==> config.mk <==
export PLATFORM = sky130hd
export DESIGN_NAME = pwm5_gate_gen
export DESIGN_NICKNAME = d
export VERILOG_FILES = /design/src/rtl/pwm5_pkg.sv /design/src/rtl/pwm5_carrier.sv /design/src/rtl/pwm5_compare.sv /design/src/rtl/pwm5_gate_map.sv /design/src/rtl/pwm5_gate_gen.sv
export SDC_FILE = /design/constraint.sdc
export NUM_CORES = 1
export LEC_CHECK = 0
export CELL_PAD_IN_SITES_DETAIL_PLACEMENT = 0
export CELL_PAD_IN_SITES_GLOBAL_PLACEMENT = 1
export CORE_UTILIZATION = 50
export DETAILED_ROUTE_END_ITERATION = 12
export HOLD_SLACK_MARGIN = 0.1
export PLACE_DENSITY_LB_ADDON = 0.1
export SYNTH_ARGS = -nofsm -noshare
export SYNTH_HDL_FRONTEND = slang
export SYNTH_HIERARCHICAL = 1
export SYNTH_SLANG_ARGS = --single-unit
==> constraint.sdc <==
create_clock -name clk -period 12.9 [get_ports clk]
set_input_delay 1.29 -clock clk [delete_from_list [all_inputs] [get_ports clk]]
set_output_delay 1.29 -clock clk [all_outputs]
set_load 0.005 [all_outputs]
==> src/rtl/pwm5_pkg.sv <==
package pwm5_pkg;

   // Registered decision bits for one clock
   typedef struct packed {
      logic hi;     // reference above upper carrier
      logic lo;     // reference above lower carrier
      logic pos;    // reference non-negative
      logic recfg;  // reconfigured pattern selected
   } cmp_bits_t;

   // Switch command vector, MSB first
   typedef struct packed {
      logic u1;
      logic u2;
      logic u3;
      logic l1;
      logic l2;
      logic l3;
      logic ret;
      logic aux_hi;
      logic aux_lo;
   } gate_vec_t;

   localparam int GATE_N = $bits(gate_vec_t);

endpackage

==> src/rtl/pwm5_carrier.sv <==
// Up/down triangle counter: 0 -> TOP -> 0, period 2*TOP clocks.
module pwm5_carrier #(
   parameter int TOP   = 100,
   parameter int CNT_W = $clog2(TOP + 1)
) (
   input  logic             clk,
   input  logic             rst_n,
   output logic [CNT_W-1:0] cnt
);

   localparam logic [CNT_W-1:0] TOP_C = CNT_W'(TOP);

   logic rising;

   always_ff @(posedge clk or negedge rst_n) begin
      if (!rst_n) begin
         cnt    <= '0;
         rising <= 1'b1;
      end else if (rising) begin
         if (cnt == TOP_C) begin
            rising <= 1'b0;
            cnt    <= cnt - 1'b1;
         end else begin
            cnt <= cnt + 1'b1;
         end
      end else begin
         if (cnt == '0) begin
            rising <= 1'b1;
            cnt    <= cnt + 1'b1;
         end else begin
            cnt <= cnt - 1'b1;
         end
      end
   end

endmodule

==> src/rtl/pwm5_compare.sv <==
// Compares the reference against both carriers by cross-multiplication
// and registers the decision bits once per clock.
module pwm5_compare
   import pwm5_pkg::*;
#(
   parameter int REF_W = 12,
   parameter int TOP   = 100,
   parameter int CNT_W = $clog2(TOP + 1)
) (
   input  logic                    clk,
   input  logic                    rst_n,
   input  logic signed [REF_W-1:0] ref_in,
   input  logic [CNT_W-1:0]        cnt,
   input  logic                    recfg,
   output cmp_bits_t               bits_q,
   output logic                    run_q
);

   localparam int PW   = REF_W + CNT_W + 2;
   localparam int FULL = (1 << (REF_W - 1)) - 1;

   localparam logic signed [PW-1:0] TOP_S  = PW'(TOP);
   localparam logic signed [PW-1:0] FULL_S = PW'(FULL);
   localparam logic signed [PW-1:0] SPAN_S = PW'(FULL * TOP);

   logic signed [PW-1:0] ref_s;
   logic signed [PW-1:0] cnt_s;
   logic signed [PW-1:0] ref_scaled;
   logic signed [PW-1:0] car_up;
   logic signed [PW-1:0] car_dn;
   cmp_bits_t            bits_d;

   always_comb begin
      ref_s       = $signed({{(PW-REF_W){ref_in[REF_W-1]}}, ref_in});
      cnt_s       = $signed({{(PW-CNT_W){1'b0}}, cnt});
      ref_scaled  = ref_s * TOP_S;
      car_up      = cnt_s * FULL_S;
      car_dn      = car_up - SPAN_S;
      bits_d.hi    = (ref_scaled > car_up);
      bits_d.lo    = (ref_scaled > car_dn);
      bits_d.pos   = ~ref_in[REF_W-1];
      bits_d.recfg = recfg;
   end

   always_ff @(posedge clk or negedge rst_n) begin
      if (!rst_n) begin
         bits_q <= '0;
         run_q  <= 1'b0;
      end else begin
         bits_q <= bits_d;
         run_q  <= 1'b1;
      end
   end

endmodule

==> src/rtl/pwm5_gate_map.sv <==
// Boolean mapping from decision bits to switch commands.
module pwm5_gate_map
   import pwm5_pkg::*;
(
   input  cmp_bits_t bits,
   output gate_vec_t gates
);

   logic h, l, p, m;

   always_comb begin
      h = bits.hi;
      l = bits.lo;
      p = bits.pos;
      m = bits.recfg;
      gates.u1     = (~h & p) | ~p;
      gates.u2     = p;
      gates.u3     = (~l & p) | (~h & ~p) | (l & ~p);
      gates.l1     = h & p;
      gates.l2     = h & ~p;
      gates.l3     = l;
      gates.ret    = ~m;
      gates.aux_hi = m & p;
      gates.aux_lo = m & ~p;
   end

endmodule

==> src/rtl/pwm5_gate_gen.sv <==
module pwm5_gate_gen
   import pwm5_pkg::*;
#(
   parameter int REF_W   = 12,
   parameter int CLK_HZ  = 100_000_000,
   parameter int SW_HZ   = 3050,
   parameter bit OUT_REG = 1'b0
) (
   input  logic                    clk,
   input  logic                    rst_n,
   input  logic signed [REF_W-1:0] ref_in,
   input  logic                    recfg,
   output logic                    sw_u1,
   output logic                    sw_u2,
   output logic                    sw_u3,
   output logic                    sw_l1,
   output logic                    sw_l2,
   output logic                    sw_l3,
   output logic                    sw_ret,
   output logic                    sw_aux_hi,
   output logic                    sw_aux_lo
);

   localparam int TOP   = CLK_HZ / (2 * SW_HZ);
   localparam int CNT_W = $clog2(TOP + 1);

   // Elaboration-time parameter checks
   if (REF_W < 4 || REF_W > 16) begin : g_bad_ref_w
      $error("pwm5_gate_gen: REF_W must be within 4..16");
   end
   if (TOP < 2) begin : g_bad_top
      $error("pwm5_gate_gen: CLK_HZ too low for SW_HZ");
   end
   if (CNT_W > 24) begin : g_bad_cnt
      $error("pwm5_gate_gen: carrier counter too wide");
   end

   logic [CNT_W-1:0] cnt;
   cmp_bits_t        bits_q;
   logic             run_q;
   gate_vec_t        gates_raw;
   gate_vec_t        gates_live;
   gate_vec_t        gates_out;

   pwm5_carrier #(.TOP(TOP), .CNT_W(CNT_W)) u_carrier (
      .clk   (clk),
      .rst_n (rst_n),
      .cnt   (cnt)
   );

   pwm5_compare #(.REF_W(REF_W), .TOP(TOP), .CNT_W(CNT_W)) u_compare (
      .clk    (clk),
      .rst_n  (rst_n),
      .ref_in (ref_in),
      .cnt    (cnt),
      .recfg  (recfg),
      .bits_q (bits_q),
      .run_q  (run_q)
   );

   pwm5_gate_map u_map (
      .bits  (bits_q),
      .gates (gates_raw)
   );

   // Hold every command low until the first decision after reset
   assign gates_live = run_q ? gates_raw : '0;

   if (OUT_REG) begin : g_out_reg
      gate_vec_t gates_q;
      always_ff @(posedge clk or negedge rst_n) begin
         if (!rst_n) gates_q <= '0;
         else        gates_q <= gates_live;
      end
      assign gates_out = gates_q;
   end else begin : g_out_comb
      assign gates_out = gates_live;
   end

   assign sw_u1     = gates_out.u1;
   assign sw_u2     = gates_out.u2;
   assign sw_u3     = gates_out.u3;
   assign sw_l1     = gates_out.l1;
   assign sw_l2     = gates_out.l2;
   assign sw_l3     = gates_out.l3;
   assign sw_ret    = gates_out.ret;
   assign sw_aux_hi = gates_out.aux_hi;
   assign sw_aux_lo = gates_out.aux_lo;

endmodule

[Yosys cells after proc, flatten, opt, wreduce, memory -nomap -nowiden]
Cells that the tools add are included.
Storage, ports and cells
  bits in registers: 21
  latch bits: 0
  RAM bits: 0
  bits in read-only memories: 0
  input bits: 15
  output and inout port bits: 9
  word-level logic and storage cells: 39
  memories: 0
Cells by class
  $add $sub $neg: 3
  $mul: 2
  div/mod/pow operators: 0
  magnitude comparators: 2
  eq/ne operators: 1
  shifts and indexed selects: 0
  multiplexer cells: 7
  bitwise operators: 16
  reduce and logical (&&, ||, !) cells: 1
Operator list (count)
  $gt 29x29->1: 2
  $mux 15: 3
  $sub 29x27->29 const B: 1
  $mul 12x16->28 const B: 1
  $mul 15x11->26 const B: 1
  $add 15x1->15 const B: 1
  $eq 15x15->1 const B: 1
  $logic_not 15->1: 1
  $sub 15x1->15 const B: 1
  $mux 9: 1
  $and 1x1->1: 8
  $not 1->1: 5
  $mux 1: 3
  $or 1x1->1: 3

[Logic depth before layout (Yosys ltp)]
Gate-level depths: netlist (run 1).
  depth after elaboration: 5
  gate-level depth with buffers: 33
  mapped depth without buffers: 32

[Hierarchy]
The synthesis (run 1) kept the hierarchy.
By module, submodules not included
  pwm5_compare: instances 1, cells an instance 863, area an instance 7608.5 µm², seq. area each 125.1 µm²
  pwm5_carrier: instances 1, cells an instance 111, area an instance 1086.0 µm², seq. area each 401.6 µm²
  pwm5_gate_gen: instances 1, cells an instance 9, area an instance 56.3 µm², seq. area each 0.0 µm²
  pwm5_gate_map: instances 1, cells an instance 9, area an instance 56.3 µm², seq. area each 0.0 µm²

[Least setup slack after synthesis (run 1)]
Ideal clock, no wire load.
  path type: reg-to-reg
  from: register u_carrier.cnt[6]
  to: register, netlist name u_compare/bits_q[2]
  setup time: 0.126 ns
  arrival time: 6.849 ns
  required time: 12.774 ns
  slack: 5.925 ns
  stages on the path, launching flop included: 32
  path buffers: 1
  clock period less this slack: 6.975 ns
  cell sequence: dfrtp_1 > fa_1 > inv_1 > fa_1 > inv_1 > fa_1 > fa_1 > inv_1 > fa_1 > inv_1 > ha_1 > buf_2 > and4_1 > nand2_1 > and4_1 > nand2_1 > xor2_1 > nor4_2 > nand3_1 > nor3_2 > nand3_1 > xnor2_1 > ha_1 > a21oi_1 > nor2b_1 > o21ai_0 > nand2b_1 > a21oi_1 > nor2b_1 > o21ai_0 > and3_1 > a21oi_1
RTL lines
  start: declaration: RTL line pwm5_carrier.sv:8  | output logic [CNT_W-1:0] cnt
  start signal: assignment: RTL line pwm5_carrier.sv:22  | cnt <= cnt - 1'b1;
  start signal: assignment: RTL line pwm5_carrier.sv:24  | cnt <= cnt + 1'b1;
  start signal: assignment: RTL line pwm5_carrier.sv:29  | cnt <= cnt + 1'b1;

==> results of run 1 <==
## cell usage in the layout (no fill, tap or decap), types with 6 or more instances in the layout
master and instances:
sky130_fd_sc_hd__ha_1 184, sky130_fd_sc_hd__inv_1 176, sky130_fd_sc_hd__fa_1 94, sky130_fd_sc_hd__nand2_1 50, sky130_fd_sc_hd__a21oi_1 48, sky130_fd_sc_hd__xnor2_1 45
sky130_fd_sc_hd__nand3_1 38, sky130_fd_sc_hd__xor2_1 36, sky130_fd_sc_hd__nor2_1 34, sky130_fd_sc_hd__o21ai_0 26, sky130_fd_sc_hd__clkdlybuf4s50_1 23, sky130_fd_sc_hd__dfrtp_1 20
sky130_fd_sc_hd__a21o_1 19, sky130_fd_sc_hd__nand4_1 16, sky130_fd_sc_hd__nor3_1 14, sky130_fd_sc_hd__mux2i_1 13, sky130_fd_sc_hd__nor2b_1 13, sky130_fd_sc_hd__and2_1 12
sky130_fd_sc_hd__and4_1 9, sky130_fd_sc_hd__a31oi_1 9, sky130_fd_sc_hd__or3_1 7, sky130_fd_sc_hd__nor4_1 7, sky130_fd_sc_hd__and3_1 6, sky130_fd_sc_hd__nand2b_1 6
## cells by family after synthesis
| family | Yosys count |
|---|---|
| flip-flops | 21 |
| AND/OR/NAND/NOR | 242 |
| multiplexers | 13 |
| adder cells (fa/ha/maj) | 280 |
| XOR/XNOR | 83 |
| AO/OA/AOI/OAI | 158 |
| buffers and inverters | 194 |
| other | 1 |
## routing by layer
layer  GRT usage  part of all wire  vias to the layer above
met2      0.4430              0.52                       66
met1      0.2765              0.45                     3149
li1            -                 -                     3406
met5           0                 0                        -
met3     0.01652             0.015                       14
met4     0.03808             0.015                        0
## worst max-delay path, delay by kind of cell (launching register included)
family	cells	cell delay (ps)
flops	1	710
simple gates	12	2220
fa+ha+maj	7	3470
compound gates	4	460
buf+inv	4	290
xor+xnor	2	350
## registers in the layout, indices dropped and copies added (netlist names)
register / flops
u_compare/bits_q: 4
u_compare/run_q: 1
u_carrier/rising: 1
u_carrier/cnt: 15
## metrics by stage
stage / worst slack (ps) / hold slack (ps) / util / total power (uW) / std cells
final: 5253 / 664.5 / 0.5387 / 350.4 / 1227
after global routing: 4550 / 677.3 / 0.5387 / 385.9 / 1227
after CTS: 5183 / 671.3 / 0.5387 / 357.0 / 1227
after detailed placement: 5195 / 655.1 / 0.5339 / 277.5 / 1223
after global placement: 5306 / 658.1 / 0.5339 / 276.5 / 1223
after floorplan: 5925 / 546.7 / - / 223.1 / 992
## area by class of cell
cell class | count | area (sq um) | area share
clock inverters | 1 | 7.507 | 0.0008085
well taps | 225 | 281.5 | 0.03032
repair buffers | 24 | 237.7 | 0.02560
inverters | 176 | 660.6 | 0.07115
multi-input cells | 777 | 7496 | 0.8073
clock buffers | 3 | 75.07 | 0.008085
flip-flops and latches | 21 | 526.8 | 0.05673
## power groups by stage
stage / clock network, uW / registers, uW / logic [uW]
global route: 80.3 / 69.5 / 236
global placement: 0 / 70.8 / 206
detailed placement: 0 / 70.6 / 207
CTS: 79.4 / 69.3 / 208
floorplan: 0 / 69.4 / 154
finish: 74.4 / 69.2 / 207
## how the worst max path moves through the flow
stage                                start             endpoint  slack (ps)  cells past startpoint
after floorplan           u_carrier/cnt[6]  u_compare/bits_q[2]        5920                     31
after global placement    u_carrier/cnt[4]  u_compare/bits_q[2]        5310                     30
after detailed placement  u_carrier/cnt[4]  u_compare/bits_q[2]        5200                     30
after CTS                 u_carrier/cnt[4]  u_compare/bits_q[2]        5180                     30
after global routing      u_carrier/cnt[4]  u_compare/bits_q[2]        4550                     30
final                     u_carrier/cnt[4]  u_compare/bits_q[2]        5250                     29
## synthesized netlist by cell type, drive strengths merged, types with 4 or more instances
master / number / share of area
nor3: 18 / 0.013
clkbuf: 5 / 0.0021
a31oi: 9 / 0.0064
nand2b: 6 / 0.0043
and2: 14 / 0.010
xnor2: 47 / 0.048
a21o: 19 / 0.016
xor2: 36 / 0.036
o21a: 4 / 0.0034
inv: 176 / 0.075
dfrtp: 20 / 0.057
o21ai: 30 / 0.017
nor2b: 14 / 0.010
nor2: 35 / 0.015
nor4: 8 / 0.0064
nand4: 16 / 0.011
nand3: 38 / 0.022
o31ai: 5 / 0.0054
ha: 184 / 0.26
and3: 7 / 0.0055
a211oi: 6 / 0.0063
nand2: 50 / 0.021
a21oi: 52 / 0.032
buf: 13 / 0.012
o21bai: 4 / 0.0034
mux2i: 13 / 0.015
and4: 9 / 0.0090
fa: 94 / 0.21
or3: 7 / 0.0050
or2: 4 / 0.0028
o211ai: 4 / 0.0034
==> impl_summary.md, run 1 <==
Global routing
Entering global routing, the biggest net connects 22 pins. The overall overflow remaining after global route is 0. The overall track demand over capacity in global routing is 0.2284. The initial antenna violation count is 0. The via count of the first global-routing pass is 6742. The first-pass GRT wire length is 32820 microns.

Worst hold path
The number of instances on the worst hold path is 1. The worst min-delay path startpoint is u_carrier/cnt[12]. The destination of the worst hold path is u_carrier/cnt[12].

The kind of path behind the tightest hold check is flop to flop.

Clock network
Once the clock tree was built, the resizer swapped 0 gates to a different size. The clock tree root driver cell is sky130_fd_sc_hd__clkbuf_16. TritonCTS created 3 clock buffers. CTS built an H-tree with a depth of 1.

The TritonCTS clock tree is built. The clock net sink count is 21. The number of buffers on the longest clock path is 2. The post-cts hold buffer count is 0. The clock edge transition at the registers on the reported setup and hold paths is 70 ps. The post-CTS setup buffer count is 0.

The later pin in the worst-skew pair is clocked with a latency of 270 ps.

Critical path
In this run the worst path has a maximum fanout of 14. The worst setup path is captured at a flop. STA classifies the critical path startpoint as a flop. The delay contributed by the slowest stage of the critical path is 710 ps.

STA puts the critical path data required time at 13060 ps. Data arrives at the worst endpoint at 7800 ps. The launch point of the worst reg-to-reg path is u_carrier/cnt[4]. The endpoint identified for the worst register-to-register timing path is u_compare/bits_q[2]. The path depth of the worst reg2reg path is 29.

The setup path with the least slack is of type flop to flop. The most used cell along the critical path is sky130_fd_sc_hd__fa_1. The worst reg-to-reg setup slack is 5250 ps.

For this design, the slowest cell found on the critical path is sky130_fd_sc_hd__dfrtp_1.

Pwr
The peak supply drop is 0.04763 mV. The portion of total power attributed to combinational logic is 0.590. The sequential group share of total power is 0.197.

Of the total power, the share spent switching nets is 0.4219. Of the total power, the clock network draws 0.212. Internal power comes to 202.5 uW. The total leakage power is 0.004878 uW. The net switching power figure is 147.8 uW.

The ratio of total power to cell area is 37.73 nW/um^2.

Placed design
The detailed placement HPWL is 17570 microns. The last weighted congestion value of the routability-driven placer is 0.8307. The number of port buffers is 23. The cell area after placement is 9203 sq um.

Layout
In the final design database the tool counted 1296 nets. Of the cells placed in the final design, the portion with a size suffix greater than 1 is 0.03992. Compared with the post-synthesis result, the final layout area differs by 5.427%. The number of filler cells placed in the layout is 1667. The number of antenna diodes in the final layout is 0. The post-route standard cell area excluding fillers is 9285 sq um.

Routing
The count of nets left with antenna violations once routing finished came out at 0. The detailed-route DRC error count is 0. The violation count after the first detailed-routing iteration is 169. Using the TritonRoute via totals, the vias-per-cell ratio works out to 5.407.

The routed wire length per instance is 16.20 microns. The aggregate routed wire length is 19880 microns. The total iterations of the first detailed-routing run is 4. The total number of vias is 6635.

Die
The die is 134.7 microns tall. The die boundary width is 134.7 microns. In this run the standard cell core region covers 17240 sq um. The number of standard-cell rows in the floorplan is 48. The floorplan step defined a die boundary enclosing 18150 sq um.

The initial standard-cell utilization of the core is 0.5110. Pin placement for this block handled 24 I/O pins.

Yosys
Counting every net in the synthesized netlist gives 1285. The area share of xor/xnor cells in the synthesized design is 0.08424. The number of warnings issued by yosys is 6. The number of instances in the synthesized netlist is 992. After synthesis the cells add up to 8807 sq um. The synthesized area divided by synthesized cell count is 8.878 sq um. The complex-gate fraction of the synthesized area was 0.1212. The count of state elements after synthesis is 21. The arithmetic-cell share of the synthesized area counting full adders, half adders and majority gates is 0.4775. Of the total synthesized cell area, the portion taken by AND, OR, NAND and NOR gates is 0.1530. After synthesis, the netlist uses 80 different library cells. Measured against the total synthesized area, the mux share comes to 0.01477. The post-synthesis async set-or-reset flop share is 1.000. The number of enable flip-flop cells after synthesis is 0.

The predominant post-synthesis flop cell is sky130_fd_sc_hd__dfrtp_1. The dominant combinational cell family by area after synthesis is adder cells. The register area share after synthesis is 0.05981.

Timing
In this run the tightest slew margin relative to its limit is 0.4231. Setup repair after global routing left no endpoint under its margin. The pin slew with the least headroom to its limit is 854.1 ps. The final setup violation count is 0. For the final routed database, the setup TNS stands at 0 ps.

The fmax is 130.8 MHz. For the finished layout, the period the worst path requires is 7647 ps. The total count of max-transition violations in the final report is 0. For the final database, setup skew stands at 4.885 ps. The final-report hold violation count is 0.

The final worst-path cycle share is 0.5928.

Outcome
The run finished with clean final reports.

Run
The count of max-cap constraint violations is 0.
Note: power is estimated with default switching activity, not from simulation.
==> run 2, diff against run 1 <==
==> constraint.sdc (replaced) <==
create_clock -name clk -period 7.1 [get_ports clk]
set_input_delay 0.71 -clock clk [delete_from_list [all_inputs] [get_ports clk]]
set_output_delay 0.71 -clock clk [all_outputs]
set_load 0.005 [all_outputs]
==> impl_summary.md, run 2 (synthesis gave the netlist of run 1 again) <==
Routing
In the routed layout, each cell is associated on average with a via count of 5.349. After detailed routing, the average wire length per cell comes to 15.77 microns. After the first detailed-routing iteration, the DRC count stood at 226. The total iterations of the first detailed-routing run is 4. The total number of vias is 6868.

The post-route antenna net violation count is 0. The detailed-route DRC error count is 0. The aggregate routed wire length is 20250 microns.

Layout
The number of flip-flops under the largest register name is 15. The antenna diode instance count is 0. The register with the most flip-flops is u_carrier/cnt. Of the cells placed in the final design, the portion with a size suffix greater than 1 is 0.1246. The largest registers in the layout are u_carrier/cnt x15, u_compare/bits_q x4. Leaving out fill and tap cells, the most frequent cell in the layout is sky130_fd_sc_hd__ha_1. Measured on the finished design, the core utilization comes to 0.5751. The non-filler instance count after layout is 1284. The layout has 1641 filler cells.

The area growth from synthesis to layout is 12.54%. The layout net count is 1353. The library cells used most frequently in the layout, excluding fill and tap cells, are sky130_fd_sc_hd__ha_1 (177), sky130_fd_sc_hd__inv_1 (175), sky130_fd_sc_hd__fa_1 (87).

Placed design
The last weighted congestion value of the routability-driven placer is 0.8004. Including well taps, the total number of placed cells is 1276. Prior to clock tree synthesis, the placed netlist has a worst setup slack of -196.8 ps. The detailed placement HPWL is 17810 microns. The count of buffers added on input and output ports is 23.

Clock network
The clock drives 21 sinks. The clock latency of the later-clocked register in the worst-skew pair is 280 ps. Counting the buffers created by CTS gives 3. The tree is rooted in a sky130_fd_sc_hd__clkbuf_16. The TritonCTS clock tree is built. CTS built an H-tree with a depth of 1. Clock-pin slew was measured on the worst setup and hold paths at 80 ps. The number of buffers on the longest clock path is 2.

Global routing
The via count of the first global-routing pass is 6842. In the global route stage, overall resource usage came out at 0.2288. Entering global routing, the biggest net connects 22 pins. The initial antenna violation count is 0. The first-pass GRT wire length is 32940 microns. Global routing finished with a remaining overflow of 0.

Critical path
In this run the critical register-to-register path is launched from u_carrier/cnt[8]. The endpoint class of the critical path is a flop. The worst reg-to-reg setup slack is 260 ps. The path depth of the worst reg2reg path is 26.

The endpoint of the lowest-slack register-to-register path is u_compare/bits_q[3]. The worst setup path category is flop to flop. Of all nets on the critical path, the largest fanout is 5. The nature of the critical path startpoint is a flop. The required time of the critical path is 7280 ps. STA puts the critical path data arrival time at 7020 ps.

Timing
The largest clock skew in the final design is 11.05 ps. The fmax is 146.2 MHz. The worst slew margin relative to its limit is 0.3906. The worst path needs 6840 ps of the cycle, external delays included. The post-route setup TNS is 0 ps. At the pin with the least slew margin, the transition time is 902.3 ps. Across all setup checks in the final design, the least slack found is 260.1 ps. Of the available clock period, the critical path in the final layout requires 0.9634. The worst hold-check slack is 559.1 ps. The final-report hold violation count came to 0. Setup violations remaining at the end of the flow were counted as 0. The total count of max-transition violations in the final report is 0.

Pwr
The total leakage power is 0.005159 uW. The peak supply drop is 0.07675 mV. Dividing total power by cell area gives a power density of 65.84 nW/um^2.

Die
The initial utilization of the core area, before any placement, comes to 0.5110. The area enclosed by the die boundary is 18150 sq um. The height of the die is 134.7 microns. The number of top-level pins is 24.

The area of the placeable core is 17240 sq um. The number of standard-cell rows in the floorplan is 48. Measured along the x axis, the die boundary spans 134.7 microns.

Worst hold path
The path with the worst hold slack has its endpoint at u_carrier/cnt[12]. The number of instances on the worst hold path is 1. The kind of path behind the tightest hold check is flop to flop. In this run the most critical hold path is launched from u_carrier/cnt[12].

Outcome
The run finished with clean final reports.

Run
The count of max-cap constraint violations is 0.
==> run 2: critical path, cell delays in order, from the launching register on <==
cell,delay [ps]
sky130_fd_sc_hd__dfrtp_2,460
sky130_fd_sc_hd__fa_1,500
sky130_fd_sc_hd__buf_4,170
sky130_fd_sc_hd__fa_1,480
sky130_fd_sc_hd__fa_1,520
sky130_fd_sc_hd__fa_1,540
sky130_fd_sc_hd__inv_1,50
sky130_fd_sc_hd__fa_1,520
sky130_fd_sc_hd__inv_1,60
sky130_fd_sc_hd__ha_4,280
sky130_fd_sc_hd__buf_4,130
sky130_fd_sc_hd__and3_1,220
sky130_fd_sc_hd__a21oi_4,90
sky130_fd_sc_hd__buf_4,160
sky130_fd_sc_hd__or3_1,400
sky130_fd_sc_hd__a31o_2,250
sky130_fd_sc_hd__o21bai_1,140
sky130_fd_sc_hd__a21oi_1,100
sky130_fd_sc_hd__xnor2_1,140
sky130_fd_sc_hd__buf_4,160
sky130_fd_sc_hd__ha_1,280
sky130_fd_sc_hd__o21ai_0,80
sky130_fd_sc_hd__a2111oi_0,270
sky130_fd_sc_hd__and4_1,300
sky130_fd_sc_hd__nor4b_2,250
sky130_fd_sc_hd__a211oi_2,50
sky130_fd_sc_hd__buf_4,140
==> run 2: how the worst max path moves through the flow <==
stage                     startpoint                  end  slack, ps  cells past startpoint
floorplan           u_carrier/cnt[6]  u_compare/bits_q[2]        120                     31
global placement    u_carrier/cnt[3]  u_compare/bits_q[2]       -170                     26
detailed placement  u_carrier/cnt[3]  u_compare/bits_q[2]       -200                     26
CTS                 u_carrier/cnt[6]  u_compare/bits_q[2]        0.2                     29
global route        u_carrier/cnt[6]  u_compare/bits_q[2]        -40                     29
finish              u_carrier/cnt[8]  u_compare/bits_q[3]        260                     26
==> run 2: area by class of cell <==
type | count | area (sq um) | share of cell area
clock buffers | 3 | 75.07 | 0.007574
clock inverters | 1 | 7.507 | 0.0007574
inverters | 176 | 660.6 | 0.06665
multi-input cells | 777 | 7674 | 0.7742
flip-flops and latches | 21 | 535.5 | 0.05403
well taps | 225 | 281.5 | 0.02840
repair buffers | 81 | 678.2 | 0.06842
==> run 2: per-stage QoR <==
stage	cell area, sq um	total power [uW]
finish	9912	652.6
global route	9912	713.6
CTS	9711	651.1
detailed placement	9600	506.4
global placement	9600	502.9
floorplan	8807	405.4
==> run 2: layer usage <==
metal  wire length [microns]  part of all wire  GRT usage
met3                     314             0.016    0.01802
met4                     333             0.016    0.04245
met2                   10770              0.53     0.4407
met1                    8835              0.44     0.2769
met5                       0                 0          0
==> run 2: what timing repair did <==
action / 4_1_cts / 5_1_grt
cloned: 0 / 0
hold buffers: 0 / 0
pin swaps: 0 / 18
buffers inserted: 0 / 4
gates resized for setup: 4 / 41
endpoints found under the setup margin: 1 / 2
==> run 2: power breakdown <==
part | switching, uW | leakage, uW | internal, uW
sequential | 3.75 | 0.000254 | 122
combinational | 211 | 0.00487 | 176
clock | 62.8 | 0.0000371 | 77.0
